### config.mk
export PLATFORM = sky130hd
export DESIGN_NAME = pingpong_hbuf
export DESIGN_NICKNAME = d
export VERILOG_FILES = /design/src/rtl/hbuf_pkg.sv /design/src/rtl/hbuf_banks.sv /design/src/rtl/hbuf_owner.sv /design/src/rtl/hbuf_host_regs.sv /design/src/rtl/pingpong_hbuf.sv
export SDC_FILE = /design/constraint.sdc
export NUM_CORES = 1
export LEC_CHECK = 0
export ABC_AREA = 0
export ABC_CLOCK_PERIOD_IN_PS = 4300
export BUFFER_PORTS_ARGS = -buffer_cell sky130_fd_sc_hd__buf_2
export CAP_MARGIN = 20
export CORE_MARGIN = 5
export CORE_UTILIZATION = 25
export DETAILED_ROUTE_END_ITERATION = 6
export PLACE_DENSITY = 0.43
export SLEW_MARGIN = 20
export SYNTH_ARGS = -nofsm -noshare
export SYNTH_HDL_FRONTEND = slang
export SYNTH_SLANG_ARGS = --single-unit
### constraint.sdc
create_clock -name clk -period 4.3 [get_ports clk]
set_clock_uncertainty 0.05 [all_clocks]
set_input_delay 0.86 -clock clk [delete_from_list [all_inputs] [get_ports clk]]
set_output_delay 0.86 -clock clk [all_outputs]
set_load 0.01 [all_outputs]
### src/rtl/hbuf_pkg.sv
package hbuf_pkg;

    typedef enum logic [1:0] {
        HS_IDLE    = 2'd0,
        HS_STREAM  = 2'd1,
        HS_DRAINED = 2'd2
    } hstate_e;

    localparam logic [1:0] SEL_ADDR = 2'd0;
    localparam logic [1:0] SEL_MODE = 2'd1;
    localparam logic [1:0] SEL_DATA = 2'd2;
    localparam logic [1:0] SEL_STAT = 2'd3;

endpackage

### src/rtl/hbuf_banks.sv
module hbuf_banks #(
    parameter int DW = 32,
    parameter int AW = 4
) (
    input  logic          clk,
    input  logic          host_bank,
    input  logic          cpu_we,
    input  logic [AW-1:0] cpu_addr,
    input  logic [DW-1:0] cpu_wdata,
    output logic [DW-1:0] cpu_rdata,
    input  logic          host_we,
    input  logic [AW-1:0] host_addr,
    input  logic [DW-1:0] host_wdata,
    output logic [DW-1:0] host_word
);
    localparam int DEPTH = 1 << AW;

    logic [DW-1:0] rd_host [2];
    logic [DW-1:0] rd_cpu  [2];

    for (genvar b = 0; b < 2; b++) begin : g_bank
        logic [DW-1:0] cells [DEPTH];
        // The CPU owns this bank when the host does not.
        logic          own_host;
        logic          wen;
        logic [AW-1:0] waddr;
        logic [DW-1:0] wdat;

        assign own_host = (host_bank == 1'(b));
        assign wen      = own_host ? host_we : cpu_we;
        assign waddr    = own_host ? host_addr : cpu_addr;
        assign wdat     = own_host ? host_wdata : cpu_wdata;

        always_ff @(posedge clk) begin
            if (wen) begin
                cells[waddr] <= wdat;
            end
        end

        assign rd_host[b] = cells[host_addr];
        assign rd_cpu[b]  = cells[cpu_addr];
    end

    assign host_word = rd_host[host_bank];

    always_ff @(posedge clk) begin
        cpu_rdata <= rd_cpu[~host_bank];
    end

endmodule

### src/rtl/hbuf_owner.sv
module hbuf_owner (
    input  logic clk,
    input  logic rst_n,
    input  logic trig,
    input  logic irq_clr,
    input  logic host_data_rd,
    output logic swap,
    output logic host_bank,
    output logic irq,
    output logic dreq
);
    assign swap = trig;

    always_ff @(posedge clk or negedge rst_n) begin
        if (!rst_n) begin
            host_bank <= 1'b0;
            irq       <= 1'b0;
            dreq      <= 1'b0;
        end else begin
            if (swap) begin
                host_bank <= ~host_bank;
            end
            // A swap in the same cycle beats an interrupt clear.
            if (swap) begin
                irq <= 1'b1;
            end else if (irq_clr) begin
                irq <= 1'b0;
            end
            if (swap) begin
                dreq <= 1'b1;
            end else if (host_data_rd) begin
                dreq <= 1'b0;
            end
        end
    end

endmodule

### src/rtl/hbuf_host_regs.sv
module hbuf_host_regs
    import hbuf_pkg::*;
#(
    parameter int DW = 32,
    parameter int AW = 4
) (
    input  logic          clk,
    input  logic          rst_n,
    input  logic          host_cs,
    input  logic          host_we,
    input  logic          host_rs,
    input  logic [1:0]    host_sel,
    input  logic [AW-1:0] addr_in,
    input  logic          swap,
    input  logic          host_bank,
    input  logic          dreq,
    input  logic [DW-1:0] mem_word,
    output logic [DW-1:0] host_rdata,
    output logic          data_rd,
    output logic          data_wr,
    output logic [AW-1:0] ptr,
    output hstate_e       state
);
    localparam logic [AW-1:0] LAST = {AW{1'b1}};

    hstate_e       st_n;
    logic [AW-1:0] ptr_n;
    logic          is_data;
    logic          arm;
    logic          addr_wr;
    logic          quiet_stat;
    logic          stray;
    logic          streaming;
    logic [DW-1:0] status_word;

    // Access decode.
    always_comb begin
        is_data    = host_rs && (host_sel == SEL_DATA);
        data_rd    = host_cs && !host_we && is_data;
        data_wr    = host_cs && host_we && is_data;
        arm        = host_cs && host_we && host_rs && (host_sel == SEL_MODE) && addr_in[0];
        addr_wr    = host_cs && host_we && host_rs && (host_sel == SEL_ADDR);
        quiet_stat = host_cs && !host_we && !host_rs;
        stray      = host_cs && !is_data && !quiet_stat;
    end

    // Next state and pointer.
    always_comb begin
        st_n  = state;
        ptr_n = ptr;
        if (addr_wr) begin
            ptr_n = addr_in;
        end
        unique case (state)
            HS_IDLE: begin
                if (arm) begin
                    st_n = HS_STREAM;
                end
            end
            HS_STREAM: begin
                if (arm) begin
                    st_n = HS_STREAM;
                end else if (stray) begin
                    st_n = HS_IDLE;
                end else if (data_rd) begin
                    if (ptr == LAST) begin
                        st_n = HS_DRAINED;
                    end else begin
                        ptr_n = ptr + 1'b1;
                    end
                end
            end
            HS_DRAINED: begin
                if (arm) begin
                    st_n = HS_STREAM;
                end else if (stray) begin
                    st_n = HS_IDLE;
                end
            end
            default: st_n = HS_IDLE;
        endcase
        if (swap) begin
            ptr_n = '0;
            st_n  = (state == HS_IDLE) ? HS_IDLE : HS_STREAM;
        end
    end

    // State register.
    always_ff @(posedge clk or negedge rst_n) begin
        if (!rst_n) begin
            state <= HS_IDLE;
            ptr   <= '0;
        end else begin
            state <= st_n;
            ptr   <= ptr_n;
        end
    end

    assign streaming   = (state == HS_STREAM);
    assign status_word = {{(DW-3){1'b0}}, host_bank, streaming, dreq};

    // Output register.
    always_ff @(posedge clk or negedge rst_n) begin
        if (!rst_n) begin
            host_rdata <= '0;
        end else if (host_cs && !host_we) begin
            if (!host_rs) begin
                host_rdata <= status_word;
            end else begin
                unique case (host_sel)
                    SEL_ADDR: host_rdata <= {{(DW-AW){1'b0}}, ptr};
                    SEL_MODE: host_rdata <= {{(DW-1){1'b0}}, streaming};
                    SEL_DATA: host_rdata <= mem_word;
                    SEL_STAT: host_rdata <= status_word;
                endcase
            end
        end
    end

endmodule

### src/rtl/pingpong_hbuf.sv
module pingpong_hbuf
    import hbuf_pkg::*;
#(
    parameter int DW = 32,
    parameter int AW = 4
) (
    input  logic          clk,
    input  logic          rst_n,
    input  logic          cpu_we,
    input  logic [AW-1:0] cpu_addr,
    input  logic [DW-1:0] cpu_wdata,
    output logic [DW-1:0] cpu_rdata,
    input  logic          cpu_ctl_wr,
    input  logic [1:0]    cpu_ctl_wdata,
    output logic [2:0]    cpu_ctl_rdata,
    output logic          cpu_irq,
    input  logic          host_cs,
    input  logic          host_we,
    input  logic          host_rs,
    input  logic [1:0]    host_sel,
    input  logic [DW-1:0] host_wdata,
    output logic [DW-1:0] host_rdata,
    output logic          host_dreq
);
    logic          swap;
    logic          host_bank;
    logic          data_rd;
    logic          data_wr;
    logic [AW-1:0] ptr;
    logic [DW-1:0] mem_word;
    hstate_e       host_state;

    hbuf_owner u_owner (
        .clk          (clk),
        .rst_n        (rst_n),
        .trig         (cpu_ctl_wr && cpu_ctl_wdata[0]),
        .irq_clr      (cpu_ctl_wr && cpu_ctl_wdata[1]),
        .host_data_rd (data_rd),
        .swap         (swap),
        .host_bank    (host_bank),
        .irq          (cpu_irq),
        .dreq         (host_dreq)
    );

    hbuf_host_regs #(.DW(DW), .AW(AW)) u_regs (
        .clk        (clk),
        .rst_n      (rst_n),
        .host_cs    (host_cs),
        .host_we    (host_we),
        .host_rs    (host_rs),
        .host_sel   (host_sel),
        .addr_in    (host_wdata[AW-1:0]),
        .swap       (swap),
        .host_bank  (host_bank),
        .dreq       (host_dreq),
        .mem_word   (mem_word),
        .host_rdata (host_rdata),
        .data_rd    (data_rd),
        .data_wr    (data_wr),
        .ptr        (ptr),
        .state      (host_state)
    );

    hbuf_banks #(.DW(DW), .AW(AW)) u_banks (
        .clk        (clk),
        .host_bank  (host_bank),
        .cpu_we     (cpu_we),
        .cpu_addr   (cpu_addr),
        .cpu_wdata  (cpu_wdata),
        .cpu_rdata  (cpu_rdata),
        .host_we    (data_wr),
        .host_addr  (ptr),
        .host_wdata (host_wdata),
        .host_word  (mem_word)
    );

    assign cpu_ctl_rdata = {~host_bank, cpu_irq, 1'b0};

endmodule

* Yosys cells after proc, flatten, opt, wreduce, memory -nomap -nowiden *
Memories as Yosys holds them, arrays and structs flattened.
Cells that the tools add are included.

storage, ports and cells
  flip-flop bits (word level) = 73
  RAM bits = 1024
  input port bits = 79
  memories = 2

operators by class
  add/sub/neg operators = 1
  magnitude comparators = 2
  eq/ne operators = 10
  mux-type cells = 39
  bitwise gates (word level) = 3
  reduce and logical (&&, ||, !) cells = 23

memories
  name                     depth  width  read ports  clocked after Yosys merged registers in  write ports  line              RTL
  u_banks.g_bank[0].cells  16     32     2           0                                        1            hbuf_banks.sv:22  logic [DW-1:0] cells [DEPTH];
  u_banks.g_bank[1].cells  16     32     2           0                                        1            hbuf_banks.sv:22

operators with widths
  cell                 number
  $mux 32              9
  $pmux 32 s4          1
  $mux 4               9
  $mux 2               8
  $logic_and 1x1->1    14
  $mux 1               11
  $ne 5x3->1 const B   2
  $eq 2x2->1 const B   3
  $pmux 2 s3           1
  $add 4x1->4 const B  1
  $eq 2x1->1 const B   2
  $eq 4x4->1 const B   1
  $ge 2x2->1 const B   2
  $logic_not 1->1      4
  $logic_not 2->1      2
  $ne 4x2->1 const B   1
  $not 1->2            2
  $reduce_and 4->1     1
  $reduce_bool 2->1    2
  $ne 3x2->1 const B   1
  $not 1->1            1

* Depth between registers and ports, before layout *
Gate-level depths: netlist of the first run.

  depth after elaboration = 10
  depth in mapped cells = 10
  depth with buffers taken out = 5

* Cells and area by module *
Synthesis of the first run repeated with hierarchy kept, for this count alone.

unflattened totals
  cell total of the unflattened synthesis = 3513
  area total of the unflattened synthesis = 51916.0 µm²

modules (own cells, without submodules)
  module          instances  cells each  area an instance (µm²)  seq. area each (µm²)
  hbuf_banks      1          3359        50088.0                 31390.1
  hbuf_host_regs  1          139         1676.6                  950.9
  hbuf_owner      1          9           116.4                   75.1
  pingpong_hbuf   1          6           35.0                    0.0

* Least setup slack after synthesis of the first run *
OpenSTA, ideal clock, no wires.

  path type = in2reg
  start = in cpu_addr[1]
  end = mem u_banks.g_bank[1].cells[6][0], enable pin
  setup time = 0.421 ns
  arrival time = 3.335 ns
  data required time = 3.829 ns
  path slack = 0.494 ns
  stages on the path = 7
  path buffers = 3
  cells stage by stage = clkbuf_1 > buf_2 > clkbuf_1 > nand2_1 > o22ai_1 > nand2_1 > nor2_1

on the way
  word-level cells in the longest chain between the ends = 1

RTL lines
  what             line                 RTL
  start, declared  pingpong_hbuf.sv:10  input logic [AW-1:0] cpu_addr,
  $mux 4           hbuf_banks.sv:31     assign waddr = own_host ? host_addr : cpu_addr;
  end, declared    hbuf_banks.sv:22

No other way between the ends.

* Worst setup path after layout of the first run *
  start = reg u_owner.host_bank
  end = out cpu_ctl_rdata[2]

on the way
  word-level cells in the longest chain between the ends = 1

RTL lines
  what                    line                 RTL
  start, declared         hbuf_owner.sv:8      output logic host_bank,
  start signal, assigned  hbuf_owner.sv:21     host_bank <= ~host_bank;
  $not 1->1               pingpong_hbuf.sv:77  assign cpu_ctl_rdata = {~host_bank, cpu_irq, 1'b0};
  end, declared           pingpong_hbuf.sv:15  output logic [2:0] cpu_ctl_rdata,

No other way between the ends.

==> impl_metrics.tcl, run 1 <==
set metrics [dict create \
    power.share.switching 0.293 \
    max_cap_violations 0 \
    area_growth_pct 17.9 \
    area.sequential_um2 32400 \
    layout_setup_ws_ns 0.771 \
    dpl_worst_slack_ns 0.696 \
    drt-pass1-iter-count 5 \
    number_of_buffer_cells_added_on_primary_ports 146 \
    clk_pin_slew_ns 0.06 \
    synthCells 2524 \
    synth_flop_cell "sky130_fd_sc_hd__edfxtp_1" \
    floorplan.die_area_um2 211000 \
    grt_first_pass_wirelength_um 249000 \
    routabilityCongestion 0.827 \
    cts_inserted_buffers 133 \
    clock_insertion_delay_worst_skew_ns 0.77 \
    hp-class "in2async" \
    cpPeakStageDelay_ns 0.69 \
    power.static_leakage_uw 0.0183 \
    place.detailed.hpwl_um 117000 \
    grt.total_usage 0.169 \
    category_of_the_most_critical_setup_path "reg2out" \
    power_density_nw_per_um2 504 \
    setup_violations 0 \
    finalCriticalPeriod_ns 3.53 \
    final_antenna_net_count 0 \
    post_synth_xor_area_fraction 0.000174 \
    comb_power_share 0.185 \
    initialDrtViolationCount 2964 \
    hold_slack_ns 0.138 \
    required_ns 3.39 \
    max_freq_mhz 283 \
    rsz0062_at_grt "no" \
    post_cts_resize_count 0 \
    power.share.sequential 0.451 \
    endpoint_class_of_the_critical_path "primary output" \
    cellInternalPower_uw 21200 \
    synth_top_cells_by_count "sky130_fd_sc_hd__edfxtp_1, sky130_fd_sc_hd__mux4_2, sky130_fd_sc_hd__nand2_1, sky130_fd_sc_hd__clkbuf_1, sky130_fd_sc_hd__mux2i_1" \
    power.ir.vdd_worst_mv 0.294 \
    reg2reg_slack_ns 0.79 \
    number_of_flops_mapped_to_enable_cells_by_yosys 1024 \
    tns_ns 0 \
    synth-seq-area-share 0.643 \
    post_synth_num_cell_types 62 \
    max-clock-path-buffers 3 \
    overall_via_count_from_detail_route 28100 \
    largest_family_of_logic_cells_by_synthesized_area "multiplexers" \
    synthDominantCellAreaShare 0.610 \
    fp.coreArea_um2 200000 \
    worstPathCellList "buf_4 -> inv_2 -> buf_4 -> buf_2" \
    drive_gt1_frac 0.398 \
    synth_nets 2604 \
    critical-path-top-cell-by-count "sky130_fd_sc_hd__buf_4" \
    effective_utilization_at_floorplan 0.252 \
    net-switching-power_uw 8790 \
    clock_power_share 0.364 \
    ys.warnings.count 0 \
    multi_input_comb_area_um2 17100 \
    synthesis.area_per_instance_um2 20.0 \
    postRouteWirelength_um 181000 \
    syn-cell-area_um2 50400 \
    status "finished clean" \
    synth_fa_ha_area_frac 0.000248 \
    post-synth-top-area-cell "sky130_fd_sc_hd__edfxtp_1" \
    layout_worst_path_cycle_share 0.821 \
    num_rows 164 \
    worst-slew-pin-transition_ns 1.02 \
    total_power_uw 30000 \
    buffer_cell_driving_the_clock_tree_root "sky130_fd_sc_hd__clkbuf_16" \
    timing.max_slew.rel_slack 0.320 \
    synth-compound-area-share 0.0299 \
    synth_simple_gate_area_share 0.0268 \
    post_drt_via_cell_ratio 5.10 \
    synth-seq-cells 1097 \
    dieHeight_um 459 \
    postSynth.asyncResetShare 0.0374 \
    cp.arrival_ns 2.62 \
    pin_count 148 \
    grt_start_max_net_pins 63 \
    globalRouteOverflowTotal 0 \
    setup.worst_path.start_class "flop" \
    yosys.cell_count.top_type "sky130_fd_sc_hd__edfxtp_1" \
    count_of_endpoints_failing_hold_in_the_final_timing_report 0 \
    h-tree-depth 4 \
    cts_num_sinks 1097 \
    antenna_found_initial 16 \
    first_global_vias 30000 \
    post_synth_main_area_contributors "sky130_fd_sc_hd__edfxtp_1, sky130_fd_sc_hd__mux4_2, sky130_fd_sc_hd__dfrtp_1, sky130_fd_sc_hd__mux2_2, sky130_fd_sc_hd__mux2i_1" \
    post_synth_mux_area_share 0.278 \
    horizontal_die_dimension_um 459 \
    cts_tree "built" \
    fillers 19700 \
    critPathMaxFanout 25 \
    remaining_drc_errors 0 \
    cts_setup_buffers 0 \
    slowest_stage "sky130_fd_sc_hd__dfrtp_4" \
    postCtsHoldBufs 0 \
    finalMaxSlewViolations 0 \
    finalNetCount 2823 \
    wire_per_inst_um 32.8 \
]
[flip-flops by register name, summed over array words and instances (netlist names)]
register,flops
u_banks.g_bank.cells,1024
u_banks.cpu_rdata,32
u_regs.host_rdata,32
u_regs.ptr,4
u_regs.state,2
u_owner.dreq,1
u_owner.host_bank,1
u_owner.irq,1
[cells by family after synthesis]
group	count (synthesis)
muxes	704
buffers and inverters	205
adders and majority gates	1
other	1
DFF	1097
xor gates and xnor gates	1
AOI/OAI and AO/OA	208
and+or+nand+nor	307
[worst max-delay path: cells and delay by family (launching register included)]
| family | cells | cell delay (ns) |
|---|---|---|
| flip-flops | 1 | 0.69 |
| buffers and inverters | 4 | 1.08 |
[layer usage]
metal / up-vias / GRT usage / part of all wire
li1: 11300 / - / -
met1: 15400 / 0.225 / 0.42
met2: 1138 / 0.268 / 0.47
met3: 266 / 0.0407 / 0.071
met4: 10 / 0.0654 / 0.038
met5: - / 0.00271 / 0.00071
[power groups by stage]
stage / clock network [µW] / registers (µW) / logic (µW)
2_1_floorplan: 0 / 13500 / 2830
3_3_place_gp: 0 / 13700 / 5500
3_5_place_dp: 0 / 13800 / 5570
4_1_cts: 11200 / 13500 / 5580
5_1_grt: 11700 / 13600 / 5850
6_report: 10900 / 13500 / 5550
[path summary, 6_finish.rpt]
kind	startpoint	endpoint	cells after the start
max reg2reg	u_regs.ptr[1]	u_regs.host_rdata[24]	6
min reg2reg	u_regs.host_rdata[3]	u_regs.host_rdata[3]	2
max in group asynchronous	rst_n	u_owner.host_bank	1
max	u_owner.host_bank	cpu_ctl_rdata[2]	4
min	rst_n	u_regs.host_rdata[24]	1
min in group clk	host_wdata[2]	u_regs.ptr[2]	3
[cell usage in the layout (no fill, tap or decap), drive strengths merged, types with 35 or more instances in the layout]
cell type  synthesis  layout
clkbuf            81     178
mux4             548     548
o22ai             35      35
mux2              79      79
edfxtp          1024    1024
nand2            144     144
clkinv             0      49
dfrtp             41      41
buf              118     283
nor2              72      72
mux2i             77      77
[metrics by stage]
| step | utilization | cell area, µm² | instances |
|---|---|---|---|
| floorplan | - | 50400 | 2524 |
| global placement | 0.276 | 55300 | 5263 |
| detailed placement | 0.276 | 55300 | 5263 |
| CTS | 0.297 | 59500 | 5505 |
| global route | 0.297 | 59500 | 5507 |
| finish | 0.297 | 59500 | 5508 |
[area by class of cell]
class | instances | area share
multi-input cells | 1222 | 0.288
clock buffers | 178 | 0.0621
flip-flops and latches | 1097 | 0.545
repair buffers | 283 | 0.0397
inverters | 6 | 0.000379
clock inverters | 64 | 0.00852
well taps | 2656 | 0.0559
diodes | 2 | 0.0000841
No activity file was read; power rests on OpenSTA's default activity.
==> run 2, diff against run 1 <==
Settings changed: ABC_CLOCK_PERIOD_IN_PS 4300 to 3700.
Clock period 4.3 ns to 3.7 ns, I/O delays scaled along.
==> impl_metrics.tcl, run 2 (same netlist as run 1, synthesis figures left out) <==
set metrics [dict create \
    pin_count 148 \
    fillers 19600 \
    final_cell_mix "sky130_fd_sc_hd__edfxtp_1, sky130_fd_sc_hd__mux4_2, sky130_fd_sc_hd__nand2_1" \
    layout_setup_ws_ns 0.564 \
    floorplan.die_area_um2 211000 \
    buffer_cell_driving_the_clock_tree_root "sky130_fd_sc_hd__clkbuf_16" \
    cp.arrival_ns 3.71 \
    worst-slew-pin-transition_ns 1.07 \
    layout_worst_path_cycle_share 0.848 \
    power.static_leakage_uw 0.0185 \
    setup.worst_path.start_class "flop" \
    dpl_worst_slack_ns 0.448 \
    setup.worst_path.start "u_regs.ptr[0]" \
    timing.max_slew.rel_slack 0.284 \
    finalCriticalPeriod_ns 3.14 \
    number_of_buffer_cells_added_on_primary_ports 146 \
    post_cts_resize_count 0 \
    drt-pass1-iter-count 5 \
    tns_ns 0 \
    registers_with_the_most_flip_flops "u_banks.g_bank.cells x1024, u_banks.cpu_rdata x32, u_regs.host_rdata x32" \
    cts_setup_buffers 0 \
    cpPeakStageDelay_ns 0.90 \
    rsz0062_at_grt "no" \
    fp.coreArea_um2 200000 \
    placed_area_um2 55700 \
    finalNonFillerCells 5537 \
    stdcell_area_um2 59700 \
    num_rows 164 \
    max_cap_violations 0 \
    wire_per_inst_um 32.3 \
    category_of_the_most_critical_setup_path "reg2reg" \
    initialDrtViolationCount 2989 \
    routabilityCongestion 0.829 \
    drive_gt1_frac 0.411 \
    max-clock-path-buffers 3 \
    worstPathCellList "buf_12 -> mux4_2 -> o22ai_1 -> nor3_1 -> a22o_1" \
    total_power_uw 34300 \
    place.detailed.hpwl_um 119000 \
    cell_depth_of_the_worst_flop_to_flop_path 5 \
    overall_via_count_from_detail_route 28300 \
    clk_pin_slew_ns 0.06 \
    r2r-start "u_regs.ptr[0]" \
    critPathMaxFanout 29 \
    final_common_cell "sky130_fd_sc_hd__edfxtp_1" \
    globalRouteOverflowTotal 0 \
    crit-reg2reg-capture "u_regs.host_rdata[23]" \
    finalNetCount 2851 \
    setup_violations 0 \
    largest-register "u_banks.g_bank.cells" \
    final_antenna_net_count 0 \
    antenna_found_initial 7 \
    grt_first_pass_wirelength_um 249000 \
    crit_path_capture "u_regs.host_rdata[23]" \
    grt_start_max_net_pins 60 \
    largest_register_ffs 1024 \
    remaining_drc_errors 0 \
    reg2reg_slack_ns 0.56 \
    dieHeight_um 459 \
    cts_tree "built" \
    required_ns 4.27 \
    first_global_vias 30000 \
    placedCellCount 5306 \
    postCtsHoldBufs 0 \
    slowest_stage "sky130_fd_sc_hd__dfrtp_4" \
    finalMaxSlewViolations 0 \
    power.ir.vdd_worst_mv 0.351 \
    h-tree-depth 3 \
    power_density_nw_per_um2 575 \
    endpoint_class_of_the_critical_path "flop" \
    postRouteWirelength_um 179000 \
    effective_utilization_at_floorplan 0.252 \
    cts_num_sinks 1097 \
    post_drt_via_cell_ratio 5.12 \
    status "finished clean" \
    cts_inserted_buffers 119 \
    area_growth_pct 18.4 \
    hp-class "in2async" \
    horizontal_die_dimension_um 459 \
    clock_insertion_delay_worst_skew_ns 0.74 \
    grt.total_usage 0.167 \
    count_of_endpoints_failing_hold_in_the_final_timing_report 0 \
    max_freq_mhz 319 \
]
run 2: cell types whose count changed in the layout (fill, tap and decap cells not counted), sizes merged:
cell / previous run / this run
buf: 283 / 325
bufinv: 5 / 11
clkbuf: 178 / 162
clkinv: 49 / 41
clkinvlp: 6 / 11
diode: 2 / 3
inv: 10 / 9
run 2: layout make-up:
class,instances,area (µm²),share of cell area
Antenna cell,3,7.51,0.000126
Clock buffer,162,3370,0.0564
Clock inverter,66,658,0.0110
Inverter,6,22.5,0.000377
Multi-Input combinational cell,1222,17100,0.287
Sequential cell,1097,32400,0.543
Tap cell,2656,3320,0.0556
Timing Repair Buffer,325,2790,0.0467
run 2: per-layer routing:
layer / vias to the layer above / track usage / share of wire
met5: - / 0 / 0
met4: 0 / 0.0616 / 0.039
met3: 242 / 0.0200 / 0.051
met2: 1079 / 0.274 / 0.48
met1: 15700 / 0.229 / 0.43
li1: 11300 / - / -
run 2: worst min-delay path by stage:
stage           startpoint                     to  slack, ns  cells after the start
5_1_grt              rst_n  u_regs.host_rdata[22]       0.09                      1
4_1_cts              rst_n  u_regs.host_rdata[22]       0.03                      1
3_3_place_gp   u_owner.irq            u_owner.irq       0.43                      1
6_report             rst_n  u_regs.host_rdata[22]       0.08                      1
3_5_place_dp   u_owner.irq            u_owner.irq       0.44                      1
2_1_floorplan        rst_n           u_owner.dreq       0.39                      0
run 2: through the flow:
step	util	hold WS, ns
detailed placement	0.278	0.438
floorplan	-	0.394
global route	0.298	0.0882
CTS	0.298	0.0340
global placement	0.278	0.426
finish	0.298	0.0795
run 2: critical path, delay by kind of cell, from the launching register on:
kind | cells | cell delay [ns]
flops | 1 | 0.90
compound gates | 2 | 0.89
mux | 1 | 0.55
buf+inv | 1 | 0.33
simple gates | 1 | 0.21
run 2: where the power goes:
part           total [µW]  switching (µW)  internal (µW)
Clock               12300            5130           7140
Combinational        6400            4340           2060
Sequential          15700             449          15200
==> run 3, diff against run 2 <==
Settings changed: ABC_CLOCK_PERIOD_IN_PS 3700 to 2700, PLACE_DENSITY 0.43 to 0.44.
Clock period 3.7 ns to 2.7 ns, I/O delays scaled along.
==> impl_metrics.tcl, run 3 (same netlist as run 1, synthesis figures left out) <==
set metrics [dict create \
    path_delay_family "buffers and inverters" \
    timing.max_slew.rel_slack 0.322 \
    dpl_worst_slack_ns -0.321 \
    area_growth_pct 23.1 \
    final_antenna_net_count 0 \
    wire_per_inst_um 31.8 \
    floorplan.die_area_um2 211000 \
    hp-class "in2reg" \
    grt_first_pass_wirelength_um 249000 \
    postLayoutCoreUtil 0.310 \
    category_of_the_most_critical_setup_path "reg2reg" \
    drt-pass1-iter-count 5 \
    power.share.sequential 0.447 \
    max_freq_mhz 378 \
    required_ns 3.27 \
    first_global_vias 30500 \
    clk_pin_slew_ns 0.07 \
    place.detailed.hpwl_um 123000 \
    crit_cells 7 \
    layout_setup_ws_ns 0.0575 \
    setup_violations 0 \
    largest-register "u_banks.g_bank.cells" \
    cpPeakStageDelay_ns 0.59 \
    effective_utilization_at_floorplan 0.252 \
    dieHeight_um 459 \
    grt_start_max_net_pins 48 \
    finalMaxSlewViolations 0 \
    tns_ns 0 \
    net-switching-power_uw 13900 \
    clock_power_share 0.356 \
    number_of_buffer_cells_added_on_primary_ports 146 \
    remaining_drc_errors 0 \
    crit-reg2reg-capture "u_regs.host_rdata[29]" \
    layout_worst_path_cycle_share 0.979 \
    power_density_nw_per_um2 777 \
    globalRouteOverflowTotal 0 \
    reg2reg_slack_ns 0.06 \
    h-tree-depth 3 \
    max_cap_violations 0 \
    finalCriticalPeriod_ns 2.64 \
    total_power_uw 48200 \
    clock_insertion_delay_worst_skew_ns 0.76 \
    num_rows 164 \
    overall_via_count_from_detail_route 28900 \
    cts_num_sinks 1097 \
    setup.worst_path.start_class "flop" \
    cell_depth_of_the_worst_flop_to_flop_path 7 \
    comb_power_share 0.197 \
    initialDrtViolationCount 3198 \
    fp.coreArea_um2 200000 \
    power.static_leakage_uw 0.0196 \
    max-clock-path-buffers 3 \
    final_cell_mix "sky130_fd_sc_hd__edfxtp_1, sky130_fd_sc_hd__mux4_2, sky130_fd_sc_hd__buf_4" \
    registers_with_the_most_flip_flops "u_banks.g_bank.cells x1024, u_banks.cpu_rdata x32, u_regs.host_rdata x32" \
    endpoint_class_of_the_critical_path "flop" \
    slowest_stage "sky130_fd_sc_hd__dfrtp_4" \
    count_of_endpoints_failing_hold_in_the_final_timing_report 0 \
    placed_area_um2 57900 \
    critPathMaxFanout 25 \
    cp.arrival_ns 3.21 \
    worstPathBufferInverterCount 3 \
    stdcell_area_um2 62100 \
    final_common_cell "sky130_fd_sc_hd__edfxtp_1" \
    worstPathCellList "buf_12 -> buf_12 -> mux4_2 -> and2_1 -> a311oi_4 -> buf_4 -> o21ai_1" \
    post_drt_via_cell_ratio 5.07 \
    power.ir.vdd_worst_mv 0.509 \
    critical-path-top-cell-by-count "sky130_fd_sc_hd__buf_12" \
    postRouteWirelength_um 181000 \
    worst-slew-pin-transition_ns 1.01 \
    r2r-start "u_regs.ptr[0]" \
    rsz0062_at_grt "yes" \
    status "finished clean" \
    buffer_cell_driving_the_clock_tree_root "sky130_fd_sc_hd__clkbuf_16" \
    pin_count 148 \
    drive_gt1_frac 0.441 \
    cts_tree "built" \
    crit_path_capture "u_regs.host_rdata[29]" \
    finalNetCount 3006 \
    cellInternalPower_uw 34400 \
    power.share.switching 0.287 \
    setup.worst_path.start "u_regs.ptr[0]" \
    antenna_found_initial 10 \
    cts_inserted_buffers 118 \
    routabilityCongestion 0.820 \
    largest_register_ffs 1024 \
    horizontal_die_dimension_um 459 \
    grt.total_usage 0.168 \
]
## run 3: cell types whose count changed in the layout (fill, tap and decap cells not counted), sizes merged
| cell | change |
|---|---|
| buf | +153 |
| bufinv | +6 |
| clkbuf | -2 |
| clkinv | -6 |
| clkinvlp | -3 |
| diode | -1 |
| dlygate4sd3 | +3 |
| inv | +2 |
## run 3: stage by stage
stage | cells | hold slack (ns)
4_1_cts | 5681 | 0.0342
3_5_place_dp | 5453 | 0.442
3_3_place_gp | 5453 | 0.423
5_1_grt | 5688 | 0.0750
2_1_floorplan | 2524 | 0.194
6_report | 5689 | 0.104
## run 3: repair_timing
action,CTS,global route
hold endpoints to repair,42,0
resized for setup,8,5
buffers inserted,0,6
hold buffers,3,0
setup endpoints to repair,4,13
## run 3: power by group through the flow
stage	Clock (µW)	Combinational, µW	Sequential [µW]
final	17200	9530	21600
after global routing	18200	10000	21600
after CTS	17600	9570	21600
after detailed placement	0	9510	21900
after global placement	0	9370	21900
after floorplan	0	4560	21600
## run 3: area by class of cell
cell class              count  area [µm²]
fillers                 19400      138000
clock inverters            65         793
inverters                   6        27.5
diodes                      2        5.00
repair buffers            481        5020
clock buffers             160        3300
flip-flops and latches   1097       32400
multi-input cells        1222       17200
well taps                2656        3320
## run 3: per-layer routing
metal / part of all wire / GRT usage / vias up
li1: - / - / 11700
met3: 0.059 / 0.0269 / 233
met1: 0.42 / 0.222 / 15800
met4: 0.033 / 0.0557 / 0
met5: 0 / 0 / -
met2: 0.49 / 0.283 / 1148
## run 3: worst min path at each step
stage | start | endpoint | slack [ns] | depth (start not counted)
after global placement | u_owner.irq | u_owner.irq | 0.42 | 1
after global routing | host_wdata[2] | u_regs.ptr[2] | 0.07 | 3
after detailed placement | u_owner.irq | u_owner.irq | 0.44 | 1
after CTS | host_wdata[2] | u_regs.ptr[2] | 0.03 | 3
final | host_wdata[3] | u_regs.ptr[3] | 0.10 | 3
after floorplan | rst_n | u_owner.dreq | 0.19 | 0
## run 3: tightest hold or removal path, cell delays in order
cell                      delay, ns
sky130_fd_sc_hd__buf_2         0.11
sky130_fd_sc_hd__a32oi_1       0.07
sky130_fd_sc_hd__a21oi_1       0.12
